**src/rtl/twi_eeprom_pkg.sv**
```systemverilog
package twi_eeprom_pkg;

  localparam int ADDR_W = 8;

  typedef enum logic [2:0] {
    S_IDLE,
    S_SEL,
    S_WADR,
    S_WDAT,
    S_RDAT
  } phase_e;

  // pointer step inside a page of 2**pb bytes: upper bits held
  function automatic logic [ADDR_W-1:0] page_step(input logic [ADDR_W-1:0] p, input int pb);
    logic [ADDR_W-1:0] m;
    m = ADDR_W'((1 << pb) - 1);
    return (p & ~m) | ((p + 1'b1) & m);
  endfunction

  // pointer step for reads: whole array, wraps at the top
  function automatic logic [ADDR_W-1:0] seq_step(input logic [ADDR_W-1:0] p);
    return p + 1'b1;
  endfunction

  function automatic logic sel_match(input logic [7:0] b, input logic [3:0] id, input logic [2:0] st);
    return b[7:1] == {id, st};
  endfunction

endpackage

```
**src/rtl/spike_filter.sv**
```systemverilog
module spike_filter #(
  parameter int CYC = 4
) (
  input  logic clk,
  input  logic rst_n,
  input  logic din,
  output logic dout
);
  localparam int CW = $clog2(CYC + 1);

  logic s1, s2;
  logic [CW-1:0] cnt;

  always_ff @(posedge clk) begin
    if (!rst_n) begin
      s1   <= 1'b1;
      s2   <= 1'b1;
      dout <= 1'b1;
      cnt  <= '0;
    end else begin
      s1 <= din;
      s2 <= s1;
      if (s2 == dout) begin
        cnt <= '0;
      end else if (cnt == CW'(CYC - 1)) begin
        dout <= s2;
        cnt  <= '0;
      end else begin
        cnt <= cnt + 1'b1;
      end
    end
  end

  // the cleaned line only takes a value the synchroniser already held
  a_r12_follows_sync: assert property (@(posedge clk) disable iff (!rst_n)
    !$stable(dout) |-> (dout == $past(s2)))
    else $error("R12 filter output changed to a value not held by the input");

endmodule

```
**src/rtl/wr_timer.sv**
```systemverilog
module wr_timer #(
  parameter int CYC = 500000
) (
  input  logic clk,
  input  logic rst_n,
  input  logic start,
  output logic busy
);
  localparam int CW = $clog2(CYC + 1);

  logic [CW-1:0] cnt;

  always_ff @(posedge clk) begin
    if (!rst_n)            cnt <= '0;
    else if (start)        cnt <= CW'(CYC);
    else if (cnt != '0)    cnt <= cnt - 1'b1;
  end

  assign busy = (cnt != '0);

endmodule

```
**src/rtl/twi_eeprom.sv**
```systemverilog
module twi_eeprom
  import twi_eeprom_pkg::*;
#(
  parameter logic [3:0] DEV_ID     = 4'b1010,
  parameter int         SPIKE_CYC  = 4,
  parameter int         HOLD_CYC   = 6,
  parameter int         WR_CYC     = 500000,
  parameter int         PAGE_BYTES = 16
) (
  input  logic       clk,
  input  logic       rst_n,
  input  logic       scl_i,
  input  logic       sda_i,
  input  logic [2:0] strap_a,
  input  logic       wp_i,
  input  logic       lock_set_i,
  output logic       sda_oe,
  output logic       busy_o,
  output logic       lock_o
);
  localparam int PB    = $clog2(PAGE_BYTES);
  localparam int DEPTH = 1 << ADDR_W;
  localparam int HW    = $clog2(HOLD_CYC + 1);

  // ---- line cleaning and bus events
  logic [1:0] raw_w, flt_w;
  logic       scl_f, sda_f, scl_d, sda_d;
  assign raw_w = {sda_i, scl_i};

  for (genvar gi = 0; gi < 2; gi++) begin : g_flt
    spike_filter #(.CYC(SPIKE_CYC)) u_f (
      .clk  (clk),
      .rst_n(rst_n),
      .din  (raw_w[gi]),
      .dout (flt_w[gi])
    );
  end
  assign scl_f = flt_w[0];
  assign sda_f = flt_w[1];

  always_ff @(posedge clk) begin
    if (!rst_n) begin
      scl_d <= 1'b1;
      sda_d <= 1'b1;
    end else begin
      scl_d <= scl_f;
      sda_d <= sda_f;
    end
  end

  logic scl_rise, scl_fall, start_ev, stop_ev;
  assign scl_rise = scl_f & ~scl_d;
  assign scl_fall = ~scl_f & scl_d;
  assign start_ev = scl_f & scl_d & sda_d & ~sda_f;
  assign stop_ev  = scl_f & scl_d & ~sda_d & sda_f;

  // ---- protocol state
  phase_e              st;
  logic [3:0]          bitn;
  logic                ackp, ack_drv, mack;
  logic [7:0]          rx, tx;
  logic [ADDR_W-1:0]   ptr;
  logic [7:0]          pbuf [PAGE_BYTES];
  logic [PAGE_BYTES-1:0] vmask;
  logic [7:0]          mem  [DEPTH];
  logic                lock_q = 1'b0;

  // ---- commit decision
  logic lock_now, blocked, commit_req, commit_ev, byte_done;
  assign lock_now   = lock_q | lock_set_i;
  assign blocked    = wp_i | (lock_now & ~ptr[ADDR_W-1]);
  assign commit_req = stop_ev & ~busy_o & (st == S_WDAT) & (|vmask);
  assign commit_ev  = commit_req & ~blocked;
  assign byte_done  = scl_fall & ~ackp & (bitn == 4'd8) & (st != S_IDLE);

  wr_timer #(.CYC(WR_CYC)) u_tmr (
    .clk  (clk),
    .rst_n(rst_n),
    .start(commit_ev),
    .busy (busy_o)
  );

  always_ff @(posedge clk) begin
    if (!rst_n) begin
      st      <= S_IDLE;
      bitn    <= '0;
      ackp    <= 1'b0;
      ack_drv <= 1'b0;
      mack    <= 1'b1;
      rx      <= '0;
      tx      <= 8'hFF;
      ptr     <= '0;
      vmask   <= '0;
      for (int i = 0; i < PAGE_BYTES; i++) pbuf[i] <= '0;
    end else if (busy_o) begin
      st      <= S_IDLE;
      bitn    <= '0;
      ackp    <= 1'b0;
      ack_drv <= 1'b0;
    end else if (start_ev) begin
      st      <= S_SEL;
      bitn    <= '0;
      ackp    <= 1'b0;
      ack_drv <= 1'b0;
      vmask   <= '0;
    end else if (stop_ev) begin
      st      <= S_IDLE;
      bitn    <= '0;
      ackp    <= 1'b0;
      ack_drv <= 1'b0;
      vmask   <= '0;
    end else if (st != S_IDLE) begin
      if (scl_rise) begin
        if (!ackp) begin
          rx   <= {rx[6:0], sda_f};
          bitn <= bitn + 1'b1;
        end else begin
          mack <= sda_f;
        end
      end
      if (byte_done) begin
        ackp <= 1'b1;
        case (st)
          S_SEL: begin
            if (sel_match(rx, DEV_ID, strap_a)) begin
              ack_drv <= 1'b1;
              mack    <= 1'b0;
              st      <= rx[0] ? S_RDAT : S_WADR;
            end else begin
              ack_drv <= 1'b0;
              st      <= S_IDLE;
            end
          end
          S_WADR: begin
            ptr     <= rx;
            ack_drv <= 1'b1;
            st      <= S_WDAT;
          end
          S_WDAT: begin
            pbuf[ptr[PB-1:0]]  <= rx;
            vmask[ptr[PB-1:0]] <= 1'b1;
            ptr                <= page_step(ptr, PB);
            ack_drv            <= 1'b1;
          end
          default: ack_drv <= 1'b0;
        endcase
      end else if (scl_fall && ackp) begin
        ackp    <= 1'b0;
        bitn    <= '0;
        ack_drv <= 1'b0;
        if (st == S_RDAT) begin
          if (!mack) begin
            tx  <= mem[ptr];
            ptr <= seq_step(ptr);
          end else begin
            st  <= S_IDLE;
          end
        end
      end else if (scl_fall && st == S_RDAT) begin
        tx <= {tx[6:0], 1'b1};
      end
    end
  end

  // ---- array and one-time lock
  always_ff @(posedge clk) begin
    if (!rst_n) begin
      for (int i = 0; i < DEPTH; i++) mem[i] <= '0;
    end else if (commit_ev) begin
      for (int i = 0; i < PAGE_BYTES; i++)
        if (vmask[i]) mem[{ptr[ADDR_W-1:PB], PB'(i)}] <= pbuf[i];
    end
  end

  always_ff @(posedge clk) begin
    if (lock_set_i) lock_q <= 1'b1;
  end
  assign lock_o = lock_q;

  // ---- SDA drive with hold after SCL falls
  logic          sda_want;
  logic [HW-1:0] hcnt;
  assign sda_want = (ackp & ack_drv) | ((st == S_RDAT) & ~ackp & ~tx[7]);

  always_ff @(posedge clk) begin
    if (!rst_n) begin
      hcnt   <= '0;
      sda_oe <= 1'b0;
    end else begin
      if (scl_fall)                     hcnt <= '0;
      else if (hcnt != HW'(HOLD_CYC))   hcnt <= hcnt + 1'b1;
      if (!scl_f && !scl_fall && hcnt == HW'(HOLD_CYC)) sda_oe <= sda_want;
    end
  end

  // ---- assertions
  a_r7_commit_starts_busy: assert property (@(posedge clk) disable iff (!rst_n)
    commit_ev |=> busy_o)
    else $error("R7 commit without busy window");

  a_r8_quiet_when_busy: assert property (@(posedge clk) disable iff (!rst_n)
    busy_o |-> !sda_oe)
    else $error("R8 SDA driven while busy");

  a_r10_wp_no_cycle: assert property (@(posedge clk) disable iff (!rst_n)
    (stop_ev && wp_i && !busy_o) |=> !busy_o)
    else $error("R10 busy window started under write protect");

  a_r11_lock_sticky: assert property (@(posedge clk) disable iff (!rst_n)
    lock_o |=> lock_o)
    else $error("R11 lock cleared");

  a_r13_change_scl_low: assert property (@(posedge clk) disable iff (!rst_n)
    !$stable(sda_oe) |-> !scl_f)
    else $error("R13 SDA drive changed while SCL high");

  a_r2_reject_no_ack: assert property (@(posedge clk) disable iff (!rst_n)
    (byte_done && st == S_SEL && !sel_match(rx, DEV_ID, strap_a)) |=> !ack_drv)
    else $error("R2 acknowledge on foreign select");

endmodule

```
**config.mk**
```make
export PLATFORM = sky130hd
export DESIGN_NAME = twi_eeprom
export DESIGN_NICKNAME = d
export VERILOG_FILES = /design/src/rtl/twi_eeprom_pkg.sv /design/src/rtl/spike_filter.sv /design/src/rtl/wr_timer.sv /design/src/rtl/twi_eeprom.sv
export SDC_FILE = /design/constraint.sdc
export NUM_CORES = 2
export LEC_CHECK = 0
export BUFFER_PORTS_ARGS = -buffer_cell sky130_fd_sc_hd__buf_4
export CORE_MARGIN = 2
export CORE_UTILIZATION = 27
export CTS_BUF_LIST = sky130_fd_sc_hd__clkbuf_4 sky130_fd_sc_hd__clkbuf_8 sky130_fd_sc_hd__clkbuf_16
export DETAILED_ROUTE_END_ITERATION = 7
export PLACE_DENSITY_LB_ADDON = 0.3
export RECOVER_POWER = 100
export SYNTH_ARGS = -nofsm -noshare
export SYNTH_HDL_FRONTEND = slang
export SYNTH_SLANG_ARGS = --single-unit
```
**constraint.sdc**
```tcl
create_clock -name clk -period 3.85 [get_ports clk]
set_clock_uncertainty 0.15 [all_clocks]
set_input_delay 0.77 -clock clk [delete_from_list [all_inputs] [get_ports clk]]
set_output_delay 0.77 -clock clk [all_outputs]
set_load 0.03 [all_outputs]
```
* After elaboration in Yosys (flattened, before gate mapping)
Memories as Yosys holds them, arrays and structs flattened. A register that Yosys moved wholly into a read port is not among the register bits. Cells that the tools add are included.
Cells by class: add/sub/neg operators 6, reductions and logical operators 55, bitwise logic cells 36, mux-type cells 168, magnitude comparators 2, eq/ne operators 18
Operators by type and width (count):
- $mux W8 | 43
- $reduce_or A8 Y1 | 17
- $mux W1 | 103
- $mux W16 | 5
- $mux W19 | 2
- $mux W4 | 5
- $reduce_bool A19 Y1 | 1
- $sub A19 B1 Y19 const B | 1
- $mux W3 | 6
- $and A1 B1 Y1 | 17
- $or A16 B16 Y16 | 1
- $pmux W8 S2 | 1
- $reduce_and A8 Y1 | 2
- $reduce_or A16 Y1 | 1
- $not A1 Y1 | 15
- $eq A3 B2 Y1 const B | 4
- $reduce_bool A3 Y1 | 4
- $reduce_bool A4 Y1 | 3
- $reduce_and A5 Y1 | 2
- $reduce_bool A2 Y1 | 5
- $add A3 B1 Y3 const B | 3
- $add A8 B1 Y8 const B | 1
- $or A8 B4 Y8 | 1
- $reduce_and A4 Y1 | 2
- other kinds (24) | 40
Word-level totals: output and inout bits 3, memories kept 2, bits in writable memories 2176, logic and storage cells 311, input port bits 9, register bits after elaboration 87
Memories:
- mem | words 256, width 8, read ports 1, clocked after memory_dff 1, wr ports 256, RTL line twi_eeprom.sv:65 | logic [7:0] mem [DEPTH];
- pbuf | words 16, width 8, read ports 16, clocked after memory_dff 0, wr ports 16, RTL line twi_eeprom.sv:63 | logic [7:0] pbuf [PAGE_BYTES];

* Depth between registers and ports, before layout
word-level depth 14, gate-level depth with buffers 13, mapped depth without buffers 9

* Hierarchy
Synthesis repeated with hierarchy kept, for this count alone.
Second synthesis, totals: cells, all modules 5750, area, all modules 94660.8 sq um
Modules (own cells, without submodules):
- twi_eeprom | times used 1, sequential area each 66623.9 sq um, cells each 5594, area an instance 93110.6 sq um
- wr_timer | times used 1, sequential area each 380.4 sq um, cells each 122, area an instance 1122.3 sq um
- spike_filter | times used 2, sequential area each 120.1 sq um, cells each 17, area an instance 214.0 sq um

* Least setup slack after synthesis
Ideal clock, no wire load.
path type register -> register, start point reg u_tmr.cnt[6], end point mem pbuf[15][0], enable pin, period minus slack after synthesis 3608 ps, buffers on the path 2, arrival 3074 ps, path slack 242 ps, stages on the path, launching flop included 9, data required time 3316 ps, setup time 384 ps, cell sequence dfxtp_1 > or4_4 > or4b_1 > buf_2 > nor3_4 > nand3_4 > or3_1 > buf_6 > o21ai_0
RTL lines:
- start: declaration | RTL line wr_timer.sv:11 | logic [CW-1:0] cnt;
- start signal: assignment | RTL line wr_timer.sv:15 | else if (start) cnt <= CW'(CYC);
- start signal: assignment | RTL line wr_timer.sv:16 | else if (cnt != '0) cnt <= cnt - 1'b1;
- end: declaration | RTL line twi_eeprom.sv:63

==> results.cfg <==
[routing]
wl_per_cell_um = 24.01
vias_per_cell = 4.555
drtAntennaViolNets = 0
vias = 53620
drcViolationCount = 0
drt_iter0_markers = 5996
wl_mm = 282.7
first_pass_iters = 6

[power]
leakagePower_uw = 0.03746
power_density_nw_per_um2 = 485.7
ir_worst_vdd_uv = 400.9

[floorplan]
core_region_area_um2 = 346200
die_area_um2 = 352500
start_util_pct = 27.12
die_y_um = 593.7
fp-row-count = 216
ios = 12
die_x_um = 593.7

[timing]
setup_viol = 0
tightest_slew_ns = 2.031
finalWorstPathRequiredPeriod_ns = 3.743
max_slew_margin_pct = -35.41
drv_slew = 149
rsz0062_at_grt = no
timing.final.crit_share_pct = 97.22
fmax_ghz = 0.2672
setup_tns_ns = 0
hold_viol_final = 0
hold_ws_ns = 0.06723

[yosys]
synthArstFlopShare_pct = 0
syn_area_um2 = 93880
syn_area_per_cell_um2 = 16.06
synth_edf_count = 2176
yosysWarnings = 0
seq_area_frac_synth_pct = 71.63
ys_types = 78
syn_inst = 5846
synthFlopType = edfxtp_1
synth_seq_cells = 2271

[worst_hold_path]
min_to = mack$_SDFFE_PN1P_
hold_class = primary input to flop
hp-start = rst_n
hold_path_depth = 2

[clock_network]
cts-root-buf = clkbuf_16
clk_path_buf_depth = 4
insertion_delay_ns = 0.92
cts.htree.levels = 4
cts_tree = yes
cts_sinks = 2271
cts.clk_slew.worst_paths_ns = 0.06
cts_made_buffers = 241

[layout]
nets = 7022
drive_above_1_share_pct = 17.36
syn2layout_area_growth_pct = 19.23

[setup_path]
critPathRequiredTime_ns = 4.50
reg2reg_depth = 9
start_kind = flop
slowest_delay_ns = 0.57
regToRegSetupSlack_ns = 0.11
cpMostUsedCell = a32oi_1
cp-end-kind = flop
cp_slowest_cell = clkbuf_4
criticalPathCategory = flop to flop
cp_max_fo = 24
worst-path-buf-inv = 2
critPathTopFamily = compound AO/OA/AOI/OAI gates
path_cells = buf_6 -> clkbuf_4 -> mux4_2 -> nand2_1 -> a32oi_1 -> a32oi_1 -> nand3_1 -> o41a_1 -> a41o_1
arrival_ns = 4.40
path_depth = 9
timing.rr.end = tx[3]$_SDFFE_PN1P_

[place]
routabilityCongestion = 0.8617
hpwl_mm = 183.5
port-buffer-count = 9

[grt]
grt_max_degree = 121
track_usage_pct = 15.73
grt_pass1_vias = 54260
overflow = 0
grt_pass1_wl_mm = 398.3
antenna_found_initial = 22

[outcome]
outcome = finished with violations
failed_checks = max-capacitance violations, max-slew violations

[job]
max_cap_viol_count = 3
==> cells in the final DEF, fill, tap and decap left out, drive strengths merged, types with 8 or more instances in the layout <==
cell type,n
clkbuf,399
nand3,65
inv,155
and2,107
dfxtp,95
o22ai,20
buf,198
mux2,10
nor2b,9
or3,13
nor2,1117
o221ai,16
nor3,28
nor4,13
nand2b,20
a32oi,14
clkinvlp,8
conb,1025
a21o,13
ha,14
a211oi,13
bufinv,15
a21oi,88
and3,108
mux4,560
nand2,537
edfxtp,2176
xnor2,13
o21ai,38
mux2i,95
nand4,10
clkinv,108
==> worst max-delay path by stage <==
stage	startpoint	to	slack (ns)
floorplan	u_tmr.cnt[6]$_SDFFE_PP0P_	pbuf[15][0]$_SDFFCE_PN0P_	0.24
global placement	u_tmr.cnt[6]$_SDFFE_PP0P_	pbuf[3][4]$_SDFFCE_PN0P_	0.04
detailed placement	u_tmr.cnt[6]$_SDFFE_PP0P_	pbuf[3][7]$_SDFFCE_PN0P_	0.01
CTS	u_tmr.cnt[8]$_SDFFE_PN0P_	busy_o	0.03
global route	u_tmr.cnt[8]$_SDFFE_PN0P_	busy_o	0.006
finish	flop	tx[3]$_SDFFE_PN1P_	0.11
==> metal layers <==
layer	share of wire, %	track usage (%)	vias to the layer above	routed length (um)
met4	3.8	5.329	8	10840
li1	-	-	23320	-
met1	40	20.88	27550	114000
met3	8.6	3.178	501	24230
met2	47	25.64	2250	133400
met5	0.073	0	-	207
==> repair_timing <==
| item | 4_1_cts | 5_1_grt |
|---|---|---|
| endpoints found under the setup margin | 60 | 102 |
| pin swaps | 3 | 1 |
| gates resized for setup | 7 | 3 |
| buffers inserted | 3 | 1 |
| hold buffers | 2 | 0 |
| endpoints found under the hold margin | 2 | 0 |
==> metrics by stage <==
step / worst slack (ns) / total power [uW] / cells / util (%) / instance area, um^2
after floorplan: 0.2416 / 31160 / 6869 / - / 97720
after global placement: 0.03701 / 32110 / 11330 / 30.26 / 104800
after detailed placement: 0.01134 / 32240 / 11330 / 30.26 / 104800
after CTS: 0.02758 / 54820 / 11770 / 32.46 / 112400
after global routing: 0.006250 / 56040 / 11770 / 32.33 / 111900
final: 0.1070 / 54370 / 11770 / 32.33 / 111900
==> registers in the layout, summed over array words and instances (netlist names), named ones only <==
signal	count
g_flt.u_f.s1	2
pbuf	128
sda_oe	1
scl_d	1
ackp	1
hcnt	3
sda_d	1
st	3
tx	8
mem	2048
g_flt.u_f.dout	2
vmask	16
u_tmr.cnt	19
bitn	4
rx	8
ack_drv	1
ptr	8
g_flt.u_f.s2	2
g_flt.u_f.cnt	6
mack	1
==> power by group <==
part,switching (uW),total (uW),internal [uW],leakage (uW)
Combinational,1550,2550,999,0.0120
Sequential,478,29200,28700,0.0217
Clock,9670,22600,12900,0.00377
Total,11700,54400,42700,0.0375
==> cell usage after synthesis (all sizes together) (14+ instances only) <==
cell type / instances / area share [%]
o22ai: 20 / 0.13
a21oi: 88 / 0.47
nand3: 65 / 0.36
nand2: 537 / 2.1
clkbuf: 295 / 1.2
nor3: 28 / 0.17
dfxtp: 95 / 2.0
inv: 148 / 0.59
buf: 120 / 0.60
nand2b: 20 / 0.13
o221ai: 16 / 0.15
ha: 14 / 0.19
mux4: 560 / 13
nor2: 1117 / 4.5
mux2i: 95 / 1.0
and3: 108 / 0.72
a32oi: 14 / 0.13
o21ai: 38 / 0.20
and2: 107 / 0.71
edfxtp: 2176 / 70
==> cell type report <==
class,instances,area (um^2)
diodes,5,12.51
clock buffers,297,6534
clock inverters,136,1035
fillers,33610,234300
inverters,150,575.6
multi-input cells,4033,28290
flip-flops and latches,2271,67270
well taps,4578,5728
repair buffers,302,2491
==> cells by family (layout without fill, tap and decap cells) <==
group	Yosys count	after routing	synth area share (%)
other	2	1030	0.007999
AOI/OAI and AO/OA	261	261	1.811
xor gates and xnor gates	20	20	0.1866
buffers and inverters	565	885	2.386
DFF	2271	2271	71.63
adders and majority gates	14	14	0.1866
and+or+nand+nor	2048	2048	9.230
muxes	665	665	14.57
(Power assumes the default switching activity.)
